## src/rtl/cir_pkg.sv

```systemverilog
package cir_pkg;
  localparam int unsigned ADDR_W = 3;
  localparam int unsigned REG_W  = 24;
  localparam int unsigned LEN_W  = 7;
  localparam int unsigned TICK_W = 16;

  localparam logic [ADDR_W-1:0] A_CTRL  = 3'd0;
  localparam logic [ADDR_W-1:0] A_RXCFG = 3'd1;
  localparam logic [ADDR_W-1:0] A_DATA  = 3'd2;
  localparam logic [ADDR_W-1:0] A_IEN   = 3'd3;
  localparam logic [ADDR_W-1:0] A_STAT  = 3'd4;
  localparam logic [ADDR_W-1:0] A_SCFG  = 3'd5;

  // flag bit positions in status and enable registers
  localparam int unsigned B_OVF   = 0;
  localparam int unsigned B_PEND  = 1;
  localparam int unsigned B_AVAIL = 4;
  localparam int unsigned B_LEVEL = 8;

  // ticks a mark must last before a packet opens
  function automatic logic [TICK_W-1:0] active_ticks(input logic [6:0] fld, input logic x128);
    logic [TICK_W-1:0] base;
    base = {{(TICK_W-7){1'b0}}, fld} + 1'b1;
    return x128 ? (base << 7) : base;
  endfunction

  // ticks of space that close a packet
  function automatic logic [TICK_W-1:0] idle_ticks(input logic [7:0] n);
    return ({{(TICK_W-8){1'b0}}, n} + 1'b1) << 7;
  endfunction

  function automatic logic [7:0] pack_run(input logic lvl, input logic [LEN_W-1:0] len_m1);
    return {lvl, len_m1};
  endfunction
endpackage

```

## src/rtl/cir_tick_gen.sv

```systemverilog
module cir_tick_gen #(
  parameter int unsigned SLOW_DIV = 128,
  parameter int unsigned FAST_DIV = 64
) (
  input  logic clk,
  input  logic rst_n,
  input  logic run,
  input  logic div_slow,
  output logic tick
);
  localparam int unsigned CW = $clog2(SLOW_DIV);

  logic [CW-1:0] cnt_q;
  logic [CW-1:0] last;

  assign last = div_slow ? CW'(SLOW_DIV - 1) : CW'(FAST_DIV - 1);
  assign tick = run && (cnt_q == last);

  always_ff @(posedge clk or negedge rst_n) begin
    if (!rst_n)                    cnt_q <= '0;
    else if (!run || cnt_q >= last) cnt_q <= '0;
    else                           cnt_q <= cnt_q + 1'b1;
  end
endmodule

```

## src/rtl/cir_glitch_filter.sv

```systemverilog
module cir_glitch_filter #(
  parameter int unsigned FW = 6
) (
  input  logic          clk,
  input  logic          rst_n,
  input  logic          run,
  input  logic          tick,
  input  logic          lvl_in,
  input  logic [FW-1:0] thr,
  output logic          lvl_o,
  output logic          stb_o
);
  logic [FW-1:0] dis_q;
  logic [FW:0]   dis_inc;

  assign dis_inc = {1'b0, dis_q} + 1'b1;

  always_ff @(posedge clk or negedge rst_n) begin
    if (!rst_n) begin
      lvl_o <= 1'b0;
      stb_o <= 1'b0;
      dis_q <= '0;
    end else if (!run) begin
      lvl_o <= 1'b0;
      stb_o <= 1'b0;
      dis_q <= '0;
    end else begin
      stb_o <= tick;
      if (tick) begin
        if (lvl_in == lvl_o) begin
          dis_q <= '0;
        end else if (dis_inc >= {1'b0, thr}) begin
          lvl_o <= lvl_in;
          dis_q <= '0;
        end else begin
          dis_q <= dis_inc[FW-1:0];
        end
      end
    end
  end

  // a filtered edge may only follow a sampling tick
  assert_edge_on_tick_R3: assert property (@(posedge clk) disable iff (!rst_n)
    (run && $past(run) && lvl_o != $past(lvl_o)) |-> $past(tick));
endmodule

```

## src/rtl/cir_run_meter.sv

```systemverilog
module cir_run_meter import cir_pkg::*; (
  input  logic              clk,
  input  logic              rst_n,
  input  logic              run,
  input  logic              stb,
  input  logic              lvl,
  input  logic [TICK_W-1:0] act_lim,
  input  logic [TICK_W-1:0] idle_lim,
  output logic              emit,
  output logic [7:0]        run_byte,
  output logic              pkt_end
);
  localparam logic [LEN_W-1:0] MAXC = '1;

  logic              active_q, active_n;
  logic              rlvl_q, rlvl_n;
  logic [LEN_W-1:0]  cnt_q, cnt_n;
  logic [TICK_W-1:0] acc_q, acc_n;

  always_comb begin
    emit     = 1'b0;
    run_byte = 8'h00;
    pkt_end  = 1'b0;
    active_n = active_q;
    rlvl_n   = rlvl_q;
    cnt_n    = cnt_q;
    acc_n    = acc_q;
    if (stb) begin
      if (!active_q) begin
        if (lvl) begin
          if (acc_q + 1'b1 >= act_lim) begin
            active_n = 1'b1;
            rlvl_n   = 1'b1;
            cnt_n    = '0;
            acc_n    = '0;
          end else begin
            acc_n = acc_q + 1'b1;
          end
        end else begin
          acc_n = '0;
        end
      end else if (lvl == rlvl_q) begin
        if (cnt_q == MAXC) begin
          emit     = 1'b1;
          run_byte = pack_run(rlvl_q, MAXC);
          cnt_n    = '0;
        end else begin
          cnt_n = cnt_q + 1'b1;
        end
        if (!rlvl_q) begin
          if (acc_q + 1'b1 >= idle_lim) begin
            pkt_end  = 1'b1;
            active_n = 1'b0;
            acc_n    = '0;
            cnt_n    = '0;
          end else begin
            acc_n = acc_q + 1'b1;
          end
        end
      end else begin
        if (cnt_q != '0) begin
          emit     = 1'b1;
          run_byte = pack_run(rlvl_q, cnt_q - 1'b1);
        end
        rlvl_n = lvl;
        cnt_n  = LEN_W'(1);
        acc_n  = lvl ? '0 : TICK_W'(1);
      end
    end
  end

  always_ff @(posedge clk or negedge rst_n) begin
    if (!rst_n) begin
      active_q <= 1'b0;
      rlvl_q   <= 1'b0;
      cnt_q    <= '0;
      acc_q    <= '0;
    end else if (!run) begin
      active_q <= 1'b0;
      rlvl_q   <= 1'b0;
      cnt_q    <= '0;
      acc_q    <= '0;
    end else begin
      active_q <= active_n;
      rlvl_q   <= rlvl_n;
      cnt_q    <= cnt_n;
      acc_q    <= acc_n;
    end
  end

  // a short (non-saturated) byte only appears where the filtered level flips
  assert_short_at_edge_R2: assert property (@(posedge clk) disable iff (!rst_n)
    (emit && run_byte[LEN_W-1:0] != MAXC) |-> (lvl != run_byte[7]));
  // the packet closes only while the filtered line is at space
  assert_end_on_space_R5: assert property (@(posedge clk) disable iff (!rst_n)
    pkt_end |-> !lvl);
endmodule

```

## src/rtl/cir_fifo.sv

```systemverilog
module cir_fifo #(
  parameter int unsigned W     = 8,
  parameter int unsigned DEPTH = 16
) (
  input  logic                       clk,
  input  logic                       rst_n,
  input  logic                       push,
  input  logic [W-1:0]               din,
  input  logic                       pop,
  output logic [W-1:0]               dout,
  output logic [$clog2(DEPTH):0]     count,
  output logic                       drop
);
  localparam int unsigned AW = $clog2(DEPTH);
  localparam int unsigned CW = AW + 1;

  logic [W-1:0]  mem [DEPTH];
  logic [AW-1:0] wp_q, rp_q;
  logic          full, push_ok, pop_ok;

  assign full    = (count == CW'(DEPTH));
  assign push_ok = push && !full;
  assign pop_ok  = pop && (count != '0);
  assign drop    = push && full;
  assign dout    = (count != '0) ? mem[rp_q] : '0;

  always_ff @(posedge clk) begin
    if (push_ok) mem[wp_q] <= din;
  end

  always_ff @(posedge clk or negedge rst_n) begin
    if (!rst_n) begin
      wp_q  <= '0;
      rp_q  <= '0;
      count <= '0;
    end else begin
      if (push_ok) wp_q <= (wp_q == AW'(DEPTH - 1)) ? '0 : wp_q + 1'b1;
      if (pop_ok)  rp_q <= (rp_q == AW'(DEPTH - 1)) ? '0 : rp_q + 1'b1;
      count <= count + CW'(push_ok) - CW'(pop_ok);
    end
  end

  assert_count_bound_R7: assert property (@(posedge clk) disable iff (!rst_n)
    count <= CW'(DEPTH));
  assert_full_drop_R8: assert property (@(posedge clk) disable iff (!rst_n)
    (push && full && !pop) |=> (count == $past(count)));
endmodule

```

## src/rtl/cir_rx_sampler.sv

```systemverilog
module cir_rx_sampler import cir_pkg::*; #(
  parameter int unsigned FIFO_DEPTH = 16
) (
  input  logic              clk,
  input  logic              rst_n,
  input  logic              ir_in,
  input  logic              reg_wr,
  input  logic              reg_rd,
  input  logic [ADDR_W-1:0] reg_addr,
  input  logic [REG_W-1:0]  reg_wdata,
  output logic [REG_W-1:0]  reg_rdata,
  output logic              irq
);
  localparam int unsigned LW = $clog2(FIFO_DEPTH);
  localparam int unsigned CW = LW + 1;

  logic [5:0]       ctrl_q;
  logic             inv_q;
  logic [REG_W-1:0] scfg_q;
  logic [2:0]       en_q;    // {avail, pend, ovf}
  logic [2:0]       flag_q;  // {avail, pend, ovf}
  logic [LW-1:0]    trig_q;
  logic [1:0]       sync_q;

  logic             run, tick, flt_lvl, flt_stb;
  logic             emit, pkt_end, drop, avail_now, pop;
  logic [7:0]       run_byte, fifo_dout;
  logic [CW-1:0]    count;
  logic [2:0]       clr;
  logic [REG_W-1:0] rd_mux;

  assign run = ctrl_q[0] && ctrl_q[1] && (ctrl_q[5:4] == 2'b11);
  assign pop = reg_rd && (reg_addr == A_DATA);

  always_ff @(posedge clk or negedge rst_n) begin
    if (!rst_n) sync_q <= '0;
    else        sync_q <= {sync_q[0], ir_in ^ inv_q};
  end

  cir_tick_gen u_tick (
    .clk(clk), .rst_n(rst_n), .run(run), .div_slow(scfg_q[0]), .tick(tick)
  );

  cir_glitch_filter #(.FW(6)) u_filt (
    .clk(clk), .rst_n(rst_n), .run(run), .tick(tick), .lvl_in(sync_q[1]),
    .thr(scfg_q[7:2]), .lvl_o(flt_lvl), .stb_o(flt_stb)
  );

  cir_run_meter u_meter (
    .clk(clk), .rst_n(rst_n), .run(run), .stb(flt_stb), .lvl(flt_lvl),
    .act_lim(active_ticks(scfg_q[22:16], scfg_q[23])),
    .idle_lim(idle_ticks(scfg_q[15:8])),
    .emit(emit), .run_byte(run_byte), .pkt_end(pkt_end)
  );

  cir_fifo #(.W(8), .DEPTH(FIFO_DEPTH)) u_fifo (
    .clk(clk), .rst_n(rst_n), .push(emit), .din(run_byte), .pop(pop),
    .dout(fifo_dout), .count(count), .drop(drop)
  );

  assign avail_now = count > {1'b0, trig_q};
  assign clr = (reg_wr && reg_addr == A_STAT)
             ? {reg_wdata[B_AVAIL], reg_wdata[B_PEND], reg_wdata[B_OVF]} : 3'b000;
  assign irq = |(flag_q & en_q);

  always_ff @(posedge clk or negedge rst_n) begin
    if (!rst_n) begin
      ctrl_q <= '0;
      inv_q  <= 1'b0;
      scfg_q <= '0;
      en_q   <= '0;
      trig_q <= '0;
      flag_q <= '0;
    end else begin
      if (reg_wr && reg_addr == A_CTRL)  ctrl_q <= reg_wdata[5:0];
      if (reg_wr && reg_addr == A_RXCFG) inv_q  <= reg_wdata[2];
      if (reg_wr && reg_addr == A_SCFG)  scfg_q <= reg_wdata;
      if (reg_wr && reg_addr == A_IEN) begin
        en_q   <= {reg_wdata[B_AVAIL], reg_wdata[B_PEND], reg_wdata[B_OVF]};
        trig_q <= reg_wdata[B_LEVEL +: LW];
      end
      flag_q <= (flag_q & ~clr) | {avail_now, pkt_end, drop};
    end
  end

  always_comb begin
    rd_mux = '0;
    case (reg_addr)
      A_CTRL:  rd_mux[5:0] = ctrl_q;
      A_RXCFG: rd_mux[2]   = inv_q;
      A_DATA:  rd_mux[7:0] = fifo_dout;
      A_IEN: begin
        rd_mux[B_OVF]         = en_q[0];
        rd_mux[B_PEND]        = en_q[1];
        rd_mux[B_AVAIL]       = en_q[2];
        rd_mux[B_LEVEL +: LW] = trig_q;
      end
      A_STAT: begin
        rd_mux[B_OVF]         = flag_q[0];
        rd_mux[B_PEND]        = flag_q[1];
        rd_mux[B_AVAIL]       = flag_q[2];
        rd_mux[B_LEVEL +: CW] = count;
      end
      A_SCFG:  rd_mux = scfg_q;
      default: rd_mux = '0;
    endcase
  end

  always_ff @(posedge clk or negedge rst_n) begin
    if (!rst_n)      reg_rdata <= '0;
    else if (reg_rd) reg_rdata <= rd_mux;
  end

  assert_quiet_when_off_R12: assert property (@(posedge clk) disable iff (!rst_n)
    !run |-> !emit);
  assert_ovf_flag_R8: assert property (@(posedge clk) disable iff (!rst_n)
    drop |=> flag_q[0]);
  assert_pend_source_R5: assert property (@(posedge clk) disable iff (!rst_n)
    $rose(flag_q[1]) |-> $past(pkt_end));
  assert_w1c_R10: assert property (@(posedge clk) disable iff (!rst_n)
    (reg_wr && reg_addr == A_STAT && reg_wdata[B_PEND] && !pkt_end) |=> !flag_q[1]);
endmodule

```

## config.mk

```make
export PLATFORM = sky130hd
export DESIGN_NAME = cir_rx_sampler
export DESIGN_NICKNAME = d
export VERILOG_FILES = /design/src/rtl/cir_pkg.sv /design/src/rtl/cir_tick_gen.sv /design/src/rtl/cir_glitch_filter.sv /design/src/rtl/cir_run_meter.sv /design/src/rtl/cir_fifo.sv /design/src/rtl/cir_rx_sampler.sv
export SDC_FILE = /design/constraint.sdc
export NUM_CORES = 1
export LEC_CHECK = 0
export BUFFER_PORTS_ARGS = -buffer_cell sky130_fd_sc_hd__buf_4
export CAP_MARGIN = 25
export CORE_ASPECT_RATIO = 0.5
export CORE_MARGIN = 2
export CORE_UTILIZATION = 45
export CTS_CLUSTER_SIZE = 14
export DETAILED_ROUTE_END_ITERATION = 16
export GPL_TIMING_DRIVEN = 0
export PLACE_DENSITY = 0.72
export SLEW_MARGIN = 20
export SYNTH_ARGS = -nofsm -noshare
export SYNTH_HDL_FRONTEND = slang
export SYNTH_HIERARCHICAL = 1
export SYNTH_SLANG_ARGS = --single-unit
```

## constraint.sdc

```tcl
create_clock -name clk -period 5.5 [get_ports clk]
set_input_delay 0.55 -clock clk [delete_from_list [all_inputs] [get_ports clk]]
set_output_delay 0.55 -clock clk [all_outputs]
set_load 0.02 [all_outputs]
```

==> flow_summary_export.csv, run 1 <==
group,metric,value,unit
synthesis,synthSimpleGateAreaFrac,11.0,%
synthesis,synth_edf_count,128,
worst_setup_path,reg2reg_from,"u_filt/lvl_o",
global_routing,grt_pass1_wl,46400,µm
route,wl_per_cell,19.0,µm
sta,hold_viol,0,
placed_design,place.gp.congestion,0.910,
worst_setup_path,reg2regPathDepth,19,
placed_design,place_hpwl,20900,µm
route,drt_iter0_markers,778,
cts,cts_resized,0,
worst_setup_path,start_kind,"flop",
cts,clkTransAtPathRegs,60,ps
layout,drive_above_1_share,17.4,%
synthesis,synth_top_cell_by_area,"edfxtp_1",
hold_path,worstHoldStart,"ir_in",
worst_setup_path,cp-end-kind,"flop",
global_routing,grt_max_degree,78,
sta,slew_violations,0,
worst_setup_path,slowest_stage,"a21boi_0",
route,ant_nets,0,
cts,htree_levels,1,
worst_setup_path,cp_common_cell,"inv_1",
synthesis,ys_ff_latch,248,
worst_setup_path,reg2reg_to,"u_fifo/count[4]",
synthesis,async_flop_share,48.4,%
sta,grt_setup_unrepaired,"false",
cts,clk_latency,540,ps
synthesis,synth_most_common_cell,"edfxtp_1",
synthesis,syn_inst,1035,
route,viasPerCell,5.61,
die,pin_count,57,
hold_path,holdPathStages,2,
global_routing,grt_overflow_total,0,
worst_setup_path,crit_type,"reg2reg",
sta,min_period_over_period,80.5,%
cts,cts-hold-fix-buffers,1,
synthesis,synth_cell_types,87,
power,irDropWorstVdd,0.000222,V
route,firstDrtPassIters,5,
synthesis,synth_fa_ha_area_share,6.20,%
sta,fin_skew,21.2,ps
cts,cts-root-buf,"clkbuf_16",
route,drt-total-wl,29000,µm
layout,layoutNonFillerInstCount,1526,
layout,post-route-util,52.5,%
cts,cts_buffers,24,
route,num_vias,8559,
die,dieArea,30000,µm²
synthesis,synth_top_family_by_area,"multiplexers",
global_routing,antenna_found_initial,0,
die,chipHeight,123,µm
synthesis,synthXorXnorAreaFrac,2.93,%
die,fp.coreArea,27900,µm²
synthesis,synth_ff_type,"edfxtp_1",
cts,cts_buffer_depth,3,
worst_setup_path,required,5960,ps
synthesis,synth_mux_area_share,11.3,%
sta,slew_headroom,39.2,%
worst_setup_path,path_cells,"buf_6 > xor2_1 > clkbuf_1 > nand2b_1 > a22o_1 > nand3_1 > inv_1 > a21boi_0 > buf_2 > inv_1 > ha_1 > inv_1 > ha_1 > inv_1 > fa_1 > inv_1 > a21oi_1 > o21bai_1 > xnor2_1",
die,num_rows,43,
sta,setup_tns,0,ps
route,drc_errors,0,
hold_path,hold_end,"sync_q[0]",
cts,cts_tree,"done",
worst_setup_path,arrival,4880,ps
worst_setup_path,cpLargestDelayFamily,"buffers and inverters",
layout,num_antenna_cells,0,
die,start_util,46.1,%
worst_setup_path,reg2reg_slack,1070,ps
power,power_density,333,nW/µm²
synthesis,ys_seq_area_share,53.3,%
synthesis,synth_compound_area_share,10.5,%
worst_setup_path,critPathBufInv,8,
global_routing,grt_pass1_vias,8657,
power,power_leakage,0.00560,µW
sta,worstMarginPinSlew,912,ps
placed_design,post-place-cells,1481,
worst_setup_path,critPathMaxStageDelay,470,ps
hold_path,hp-class,"in2reg",
synthesis,avgSynthCellArea,12.4,µm²
synthesis,ys_warn_count,6,
layout,area_growth,14.0,%
placed_design,port_buffers,55,
synthesis,yosys-top-cells-count,"edfxtp_1, dfrtp_1, inv_1, nand2_1",
sta,worst_slack,1070,ps
layout,fillers,2365,
sta,clock.fmax,0.226,GHz
power,power,4880,µW
sta,setup_viol,0,
placed_design,post-place-ws,1160,ps
die,fp.dieW,243,µm
cts,cts.sinks,248,
run_status,status,"finished, final reports clean",
worst_setup_path,critical_path.max_fanout,10,
synthesis,ys_top_cells_by_area,"edfxtp_1, dfrtp_1, ha_1",
global_routing,grt.total_usage,19.8,%
synthesis,synth.top_cell.area_share,29.9,%
flow_run,cap_violations,0,
layout,finalNetCount,1221,
cts,cts_setup_buffers,0,
sta,period_needed,4430,ps
synthesis,syn_area,12800,µm²
## cells by family after synthesis
kind of cell / count (synthesis)
AOI/OAI and AO/OA: 179
xor gates and xnor gates: 43
adders and majority gates: 63
buffers and inverters: 135
DFF: 248
muxes: 93
other: 1
and+or+nand+nor: 273
## layout by cell type, fill, tap and decap left out, types with 10 or more instances in the layout
cell type    n
a21o_1      11
a21oi_1     43
a22oi_1     14
a31oi_1     16
and3_1      15
buf_2       15
buf_4       56
clkbuf_1    18
clkbuf_16   24
dfrtp_1    120
edfxtp_1   128
ha_1        62
inv_1       95
mux2_1      20
mux2_2      22
mux2i_1     19
mux4_1      18
mux4_2      14
nand2_1     66
nand2b_1    16
nand3_1     45
nor2_1      60
nor3_1      10
o21ai_0     29
xnor2_1     24
xor2_1      19
## sequential cells by signal, indices dropped and copies added (netlist names), 5 cells and up
| signal | flops |
|---|---|
| scfg_q | 24 |
| u_filt/dis_q | 6 |
| ctrl_q | 6 |
| u_meter/acc_q | 16 |
| reg_rdata | 24 |
| u_tick/cnt_q | 7 |
| u_fifo/count | 5 |
| u_fifo/mem | 128 |
| u_meter/cnt_q | 7 |
## per-stage QoR
stage,cell area [µm²],hold slack (ps)
final,14600,205
after CTS,14600,185
after floorplan,12900,254
after detailed placement,13800,351
after global placement,13800,336
after global routing,14600,191
## how the worst max path moves through the flow
stage	from	end	slack (ps)	cells past startpoint
floorplan	u_meter/acc_q[2]	u_meter/cnt_q[0]	2190	13
global placement	u_filt/lvl_o	u_fifo/mem[0][3]	1410	11
detailed placement	u_filt/lvl_o	u_fifo/count[4]	1160	19
CTS	u_filt/lvl_o	u_fifo/count[4]	1130	19
global route	u_filt/lvl_o	u_fifo/count[4]	700	19
finish	u_filt/lvl_o	u_fifo/count[4]	1070	19
## routing by layer
metal	wire (µm)	global-route usage (%)	share of wire, %	vias to the layer above
li1	-	-	-	3958
met1	13000	26.0	45	4326
met2	13900	34.5	48	221
met3	1300	3.00	4.5	54
met4	879	6.13	3.0	0
met5	0	0	0	-
## where the power goes
group / total [µW] / leakage (µW) / internal [µW] / switching, µW
registers: 2200 / 0.00243 / 2060 / 146
clock network: 1670 / 0.000387 / 957 / 717
logic: 1000 / 0.00278 / 467 / 533
## cell type report
cell class	instances	area (µm²)	area share, %
Multi-Input combinational cell	659	5460	37.3
Buffer	40	253	1.73
Clock buffer	35	682	4.66
Clock inverter	9	108	0.735
Inverter	95	357	2.44
Sequential cell	248	6850	46.8
Timing Repair Buffer	58	462	3.15
Tap cell	382	478	3.26
Note: power is estimated with default switching activity, not from simulation.
==> run 2: changes to the inputs <==
clock period = 4.1 ns   (was 5.5 ns; I/O delays follow)
==> run 2 against run 1 <==
- count of clock-buffer cells in the layout did not move
- final area rose by 0.19%
- critical endpoint is now u_meter/cnt_q[0]
- largest cell class unchanged
- routed wire length barely moved
- first-iteration DRC count fell by 6.9%
- register-to-register slack got worse by 880 ps
- worst hold slack got worse by 140 ps
- critical path depth fell by 5
- critical path type unchanged
==> flow_summary_export.csv, run 2 (same netlist as run 1, synthesis figures left out) <==
group,metric,value,unit
sta,min_period_over_period,95.2,%
sta,clock.fmax,0.256,GHz
power,power_leakage,0.00560,µW
placed_design,place_hpwl,20900,µm
layout,fillers,2362,
layout,mostFrequentLayoutCell,"edfxtp_1",
cts,cts_buffers,24,
worst_setup_path,cp-end-kind,"flop",
cts,htree_levels,1,
layout,largest_register_ffs,128,
sta,worstMarginPinSlew,897,ps
global_routing,grt.total_usage,19.8,%
hold_path,worstHoldStart,"ir_in",
worst_setup_path,required,4510,ps
route,num_vias,8532,
route,firstDrtPassIters,5,
worst_setup_path,critical_path.max_fanout,8,
layout,largest_register,"u_fifo/mem",
worst_setup_path,start_kind,"flop",
sta,hold_viol,0,
hold_path,hp-class,"in2reg",
global_routing,grt_pass1_vias,8660,
layout,drive_above_1_share,18.0,%
placed_design,post-place-cells,1481,
worst_setup_path,critical_path.startpoint,"u_meter/acc_q[5]",
power,power_density,446,nW/µm²
route,wl_per_cell,19.0,µm
die,chipHeight,123,µm
layout,area_growth,14.2,%
global_routing,grt_max_degree,78,
cts,cts_tree,"done",
cts,cts.sinks,248,
die,pin_count,57,
sta,whs,64.1,ps
run_status,status,"finished, final reports clean",
placed_design,port_buffers,55,
route,drc_errors,0,
die,fp.dieW,243,µm
flow_run,cap_violations,0,
sta,slew_violations,0,
sta,setup_viol,0,
route,drt_iter0_markers,724,
sta,fin_skew,22.0,ps
power,irDropWorstVdd,0.000297,V
route,ant_nets,0,
worst_setup_path,crit_type,"reg2reg",
die,num_rows,43,
sta,grt_setup_unrepaired,"false",
die,dieArea,30000,µm²
die,start_util,46.1,%
route,drt-total-wl,29000,µm
layout,finalNetCount,1221,
layout,final_cell_mix,"edfxtp_1, dfrtp_1, inv_1, nand2_1, ha_1",
placed_design,place.gp.congestion,0.910,
die,fp.coreArea,27900,µm²
worst_setup_path,arrival,4320,ps
worst_setup_path,reg2reg_from,"u_meter/acc_q[5]",
layout,layoutNonFillerInstCount,1526,
cts,clk_latency,540,ps
sta,slew_headroom,40.2,%
cts,cts_buffer_depth,3,
cts,clkTransAtPathRegs,60,ps
cts,cts-root-buf,"clkbuf_16",
global_routing,antenna_found_initial,0,
global_routing,grt_overflow_total,0,
layout,num_antenna_cells,0,
layout,top_regs,"u_fifo/mem (128), reg_rdata (24), scfg_q (24)",
route,viasPerCell,5.59,
sta,period_needed,3900,ps
global_routing,grt_pass1_wl,46400,µm
[run 2: metal layers]
layer  up-vias  GRT usage [%]  share of wire [%]
met3        54           3.00                4.8
met5         -              0                  0
met2       229           34.5                 48
met1      4291           26.0                 44
met4         0           6.13                3.0
li1       3958              -                  -
[run 2: stage by stage]
step	utilization, %	total power [µW]	area [µm²]	setup WS (ps)	setup TNS, ps
after global placement	49.4	4280	13800	12.7	0
after CTS	52.5	6590	14600	41.4	0
after floorplan	-	3930	12900	786	0
after global routing	52.6	6840	14700	1.81	0
after detailed placement	49.6	4340	13800	-243	-244
final	52.6	6540	14700	195	0
[run 2: worst max-delay path, cell delays in order (launching register included)]
cell	delay [ps]
dfrtp_1	320
buf_2	180
and4_1	270
nand3_1	210
nor2_2	190
and3_1	190
xnor2_1	210
inv_1	140
ha_1	320
and4_1	320
and4_2	270
nand3b_1	130
a31oi_1	320
a21o_1	350
mux2_2	380
[run 2: layout make-up]
| class | count | area [µm²] | share of cell area [%] |
|---|---|---|---|
| clock inverter | 9 | 108 | 0.734 |
| clock buffer | 35 | 682 | 4.65 |
| multi-input combinational | 659 | 5480 | 37.3 |
| tap | 382 | 478 | 3.26 |
| buffer | 40 | 256 | 1.75 |
| timing repair buffer | 58 | 462 | 3.15 |
| sequential | 248 | 6850 | 46.7 |
| inverter | 95 | 357 | 2.43 |
[run 2: path summary, 6_finish.rpt]
path                                          to  slack, ps  cells past startpoint
min in group asynchronous         u_fifo/wp_q[2]        350                      2
worst max register to register  u_meter/cnt_q[0]        200                     14
max in group asynchronous       u_meter/cnt_q[0]       3000                      3
worst min register to register         sync_q[1]        360                      0
worst max-delay path            u_meter/cnt_q[0]        200                     14
worst min-delay path                   sync_q[0]         60                      2
[run 2: power breakdown]
part           total (µW)  internal, µW  leakage [µW]  switching (µW)
logic                1340           627       0.00279             714
clock network        2240          1280      0.000387             960
registers            2960          2760       0.00243             197
[run 2: what timing repair did]
| item | in CTS | in global routing |
|---|---|---|
| setup endpoints to repair | 2 | 17 |
| cloned | 0 | 0 |
| setup buffers | 0 | 0 |
| hold buffers | 1 | 0 |
| endpoints found under the hold margin | 43 | 0 |
| gates resized for setup | 2 | 8 |
==> run 3: changes to the inputs <==
SYNTH_HIERARCHICAL = unset   (was 1)
clock period = 3.85 ns   (was 4.1 ns; I/O delays follow)
==> run 3 against run 2 <==
- largest power group unchanged
- critical path type unchanged
- maximum frequency increased by 5.4%
- final cell count decreased by 5.6%
- first-iteration DRC count rose by 21%
- largest cell class unchanged
- combinational power increased by 9%
- sequential cell count did not move
- die area decreased by 4.6%
==> flow_summary_export.csv, run 3 <==
group,metric,value,unit
layout,post-route-util,52.9,%
sta,slew_violations,0,
power,clkPwrFrac,34.3,%
synthesis,synth_most_common_cell,"edfxtp_1",
die,fp.coreArea,26600,µm²
placed_design,place.gp.congestion,0.885,
die,dieArea,28600,µm²
layout,final_cell_mix,"edfxtp_1, dfrtp_1, nand2_1, buf_4, nor2_1",
sta,fin_skew,22.7,ps
cts,cts_buffers,24,
power,swShare,28.8,%
layout,final_area,14100,µm²
layout,num_antenna_cells,0,
worst_setup_path,reg2reg_slack,140,ps
flow_run,cap_violations,0,
layout,drive_above_1_share,22.0,%
global_routing,grt.total_usage,19.2,%
power,power_leakage,0.00537,µW
power,comb_power_share,20.9,%
power,p_sw,2020,µW
placed_design,place_hpwl,19500,µm
cts,cts_tree,"done",
synthesis,synth.top_cell.area_share,31.4,%
route,drt-total-wl,27300,µm
sta,setup_viol,0,
global_routing,antenna_found_initial,0,
die,fp.dieW,237,µm
cts,cts.sinks,248,
worst_setup_path,critical_path.max_fanout,10,
sta,whs,43.3,ps
layout,finalNetCount,1158,
worst_setup_path,cp-end-kind,"flop",
route,firstDrtPassIters,5,
synthesis,avgSynthCellArea,12.4,µm²
worst_setup_path,crit_type,"reg2reg",
cts,clk_latency,530,ps
worst_setup_path,required,4250,ps
route,drt_iter0_markers,874,
run_status,status,"finished, final reports clean",
layout,fillers,2217,
die,num_rows,42,
power,p_int,4980,µW
route,drc_errors,0,
power,seqPwrFrac,44.8,%
worst_setup_path,critPathMaxStageDelay,520,ps
route,wl_per_cell,19.0,µm
layout,largest_register_ffs,128,
global_routing,grt_pass1_vias,8093,
die,chipHeight,121,µm
global_routing,grt_pass1_wl,43500,µm
cts,htree_levels,1,
synthesis,synth_top_cell_by_area,"edfxtp_1",
sta,slew_headroom,44.6,%
synthesis,synth_nets,1070,
route,viasPerCell,5.63,
worst_setup_path,cpLargestDelayFamily,"simple AND/OR/NAND/NOR gates",
worst_setup_path,start_kind,"flop",
die,start_util,46.0,%
synthesis,ys_ff_latch,248,
synthesis,synth_cell_types,77,
synthesis,ys_top_cells_by_area,"edfxtp_1, dfrtp_1, mux4_2",
worst_setup_path,arrival,4100,ps
synthesis,ys_seq_area_share,56.0,%
worst_setup_path,critPathBufInv,1,
global_routing,grt_overflow_total,0,
placed_design,place_area,13200,µm²
worst_setup_path,path_cells,"nand3_1 > or2_4 > nor2_2 > nor2_1 > or2_2 > ha_1 > nand3_2 > nor3_2 > or4b_4 > or3_4 > and4_4 > buf_12 > o22ai_2 > nand2_1",
sta,hold_viol,0,
sta,clock.fmax,0.270,GHz
hold_path,hp-class,"in2reg",
synthesis,async_flop_share,48.4,%
sta,min_period_over_period,96.2,%
layout,area_growth,15.1,%
synthesis,yosys-top-cells-count,"edfxtp_1, dfrtp_1, nand2_1, nor2_1, ha_1",
layout,top_regs,"u_fifo.mem (128), reg_rdata (24), scfg_q (24)",
synthesis,syn_area,12200,µm²
cts,cts_buffer_depth,3,
power,power,6990,µW
placed_design,port_buffers,55,
synthesis,synth_edf_count,128,
route,ant_nets,0,
synthesis,synth_ff_type,"edfxtp_1",
die,pin_count,57,
sta,worstMarginPinSlew,826,ps
route,num_vias,8101,
layout,largest_register,"u_fifo.mem",
power,irDropWorstVdd,0.000273,V
global_routing,grt_max_degree,64,
sta,period_needed,3710,ps
synthesis,syn_inst,983,
worst_setup_path,slowest_stage,"or4b_4",
cts,clkTransAtPathRegs,70,ps
power,power_density,497,nW/µm²
cts,cts-root-buf,"clkbuf_16",
layout,mostFrequentLayoutCell,"edfxtp_1",
synthesis,ys_warn_count,0,
==> run 3: changes by cell type after synthesis, moves of 10 or more <==
| cell | previous run | this run |
|---|---|---|
| a22oi_1 | 14 | 4 |
| mux2_2 | 22 | 42 |
| mux2_1 | 20 | 0 |
| nand2_1 | 66 | 79 |
| clkbuf_1 | 11 | 24 |
| mux4_1 | 18 | 0 |
| inv_1 | 95 | 53 |
| mux4_2 | 14 | 32 |
==> run 3: worst paths after layout <==
check,from,to,depth (start not counted)
min reg2reg,sync_q[0],sync_q[1],0
max in group asynchronous,rst_n,u_meter.acc_q[4],3
max reg2reg,u_meter.acc_q[0],u_meter.acc_q[2],14
max,u_meter.acc_q[0],u_meter.acc_q[2],14
min,ir_in,sync_q[0],2
min in group asynchronous,rst_n,u_fifo.wp_q[3],2
==> run 3: power by group through the flow <==
stage               registers, µW  clock network (µW)  logic, µW
floorplan                    3150                   0       1020
global placement             3170                   0       1400
detailed placement           3180                   0       1460
CTS                          3130                2430       1470
global route                 3160                2550       1620
finish                       3130                2400       1460
==> run 3: cell type report <==
type / count / area, µm² / area share [%]
Tap cell: 352 / 440 / 3.13
Timing Repair Buffer: 62 / 492 / 3.49
Clock buffer: 35 / 692 / 4.92
Sequential cell: 248 / 6850 / 48.7
Buffer: 46 / 226 / 1.61
Clock inverter: 8 / 119 / 0.844
Multi-Input combinational cell: 636 / 5060 / 35.9
Inverter: 53 / 199 / 1.41
==> run 3: worst reg2reg max path: cells and delay by family (launching register included) <==
| kind | cells | cell delay [ps] |
|---|---|---|
| compound gates | 1 | 110 |
| simple gates | 11 | 2510 |
| fa+ha+maj | 1 | 340 |
| flops | 1 | 480 |
| buf+inv | 1 | 150 |
==> run 3: metal layers <==
metal	wire, µm	track usage, %
met5	0	0
met4	744	5.78
met3	1160	2.74
met2	13200	32.5
met1	12200	26.1
==> run 3: stage by stage <==
stage	TNS, ps	worst slack (ps)	std cells
after global placement	-204	-62.4	1390
after CTS	0	29.9	1438
after floorplan	0	505	983
after detailed placement	-219	-70.9	1393
final	0	145	1440
after global routing	-90.4	-21.1	1440
==> run 3: cells by family after synthesis <==
logic type | synth area share, %
fa+ha+maj | 5.69
xor+xnor | 3.42
simple gates | 11.8
buf+inv | 3.48
compound gates | 8.64
mux | 11.1
flops | 56.0
==> run 3: repair_timing <==
action | CTS | global route
endpoints found under the setup margin | 13 | 22
buffers inserted | 1 | 2
pin swaps | 1 | 5
gates resized for setup | 2 | 10
hold buffers | 1 | 0
hold endpoints to repair | 57 | 0
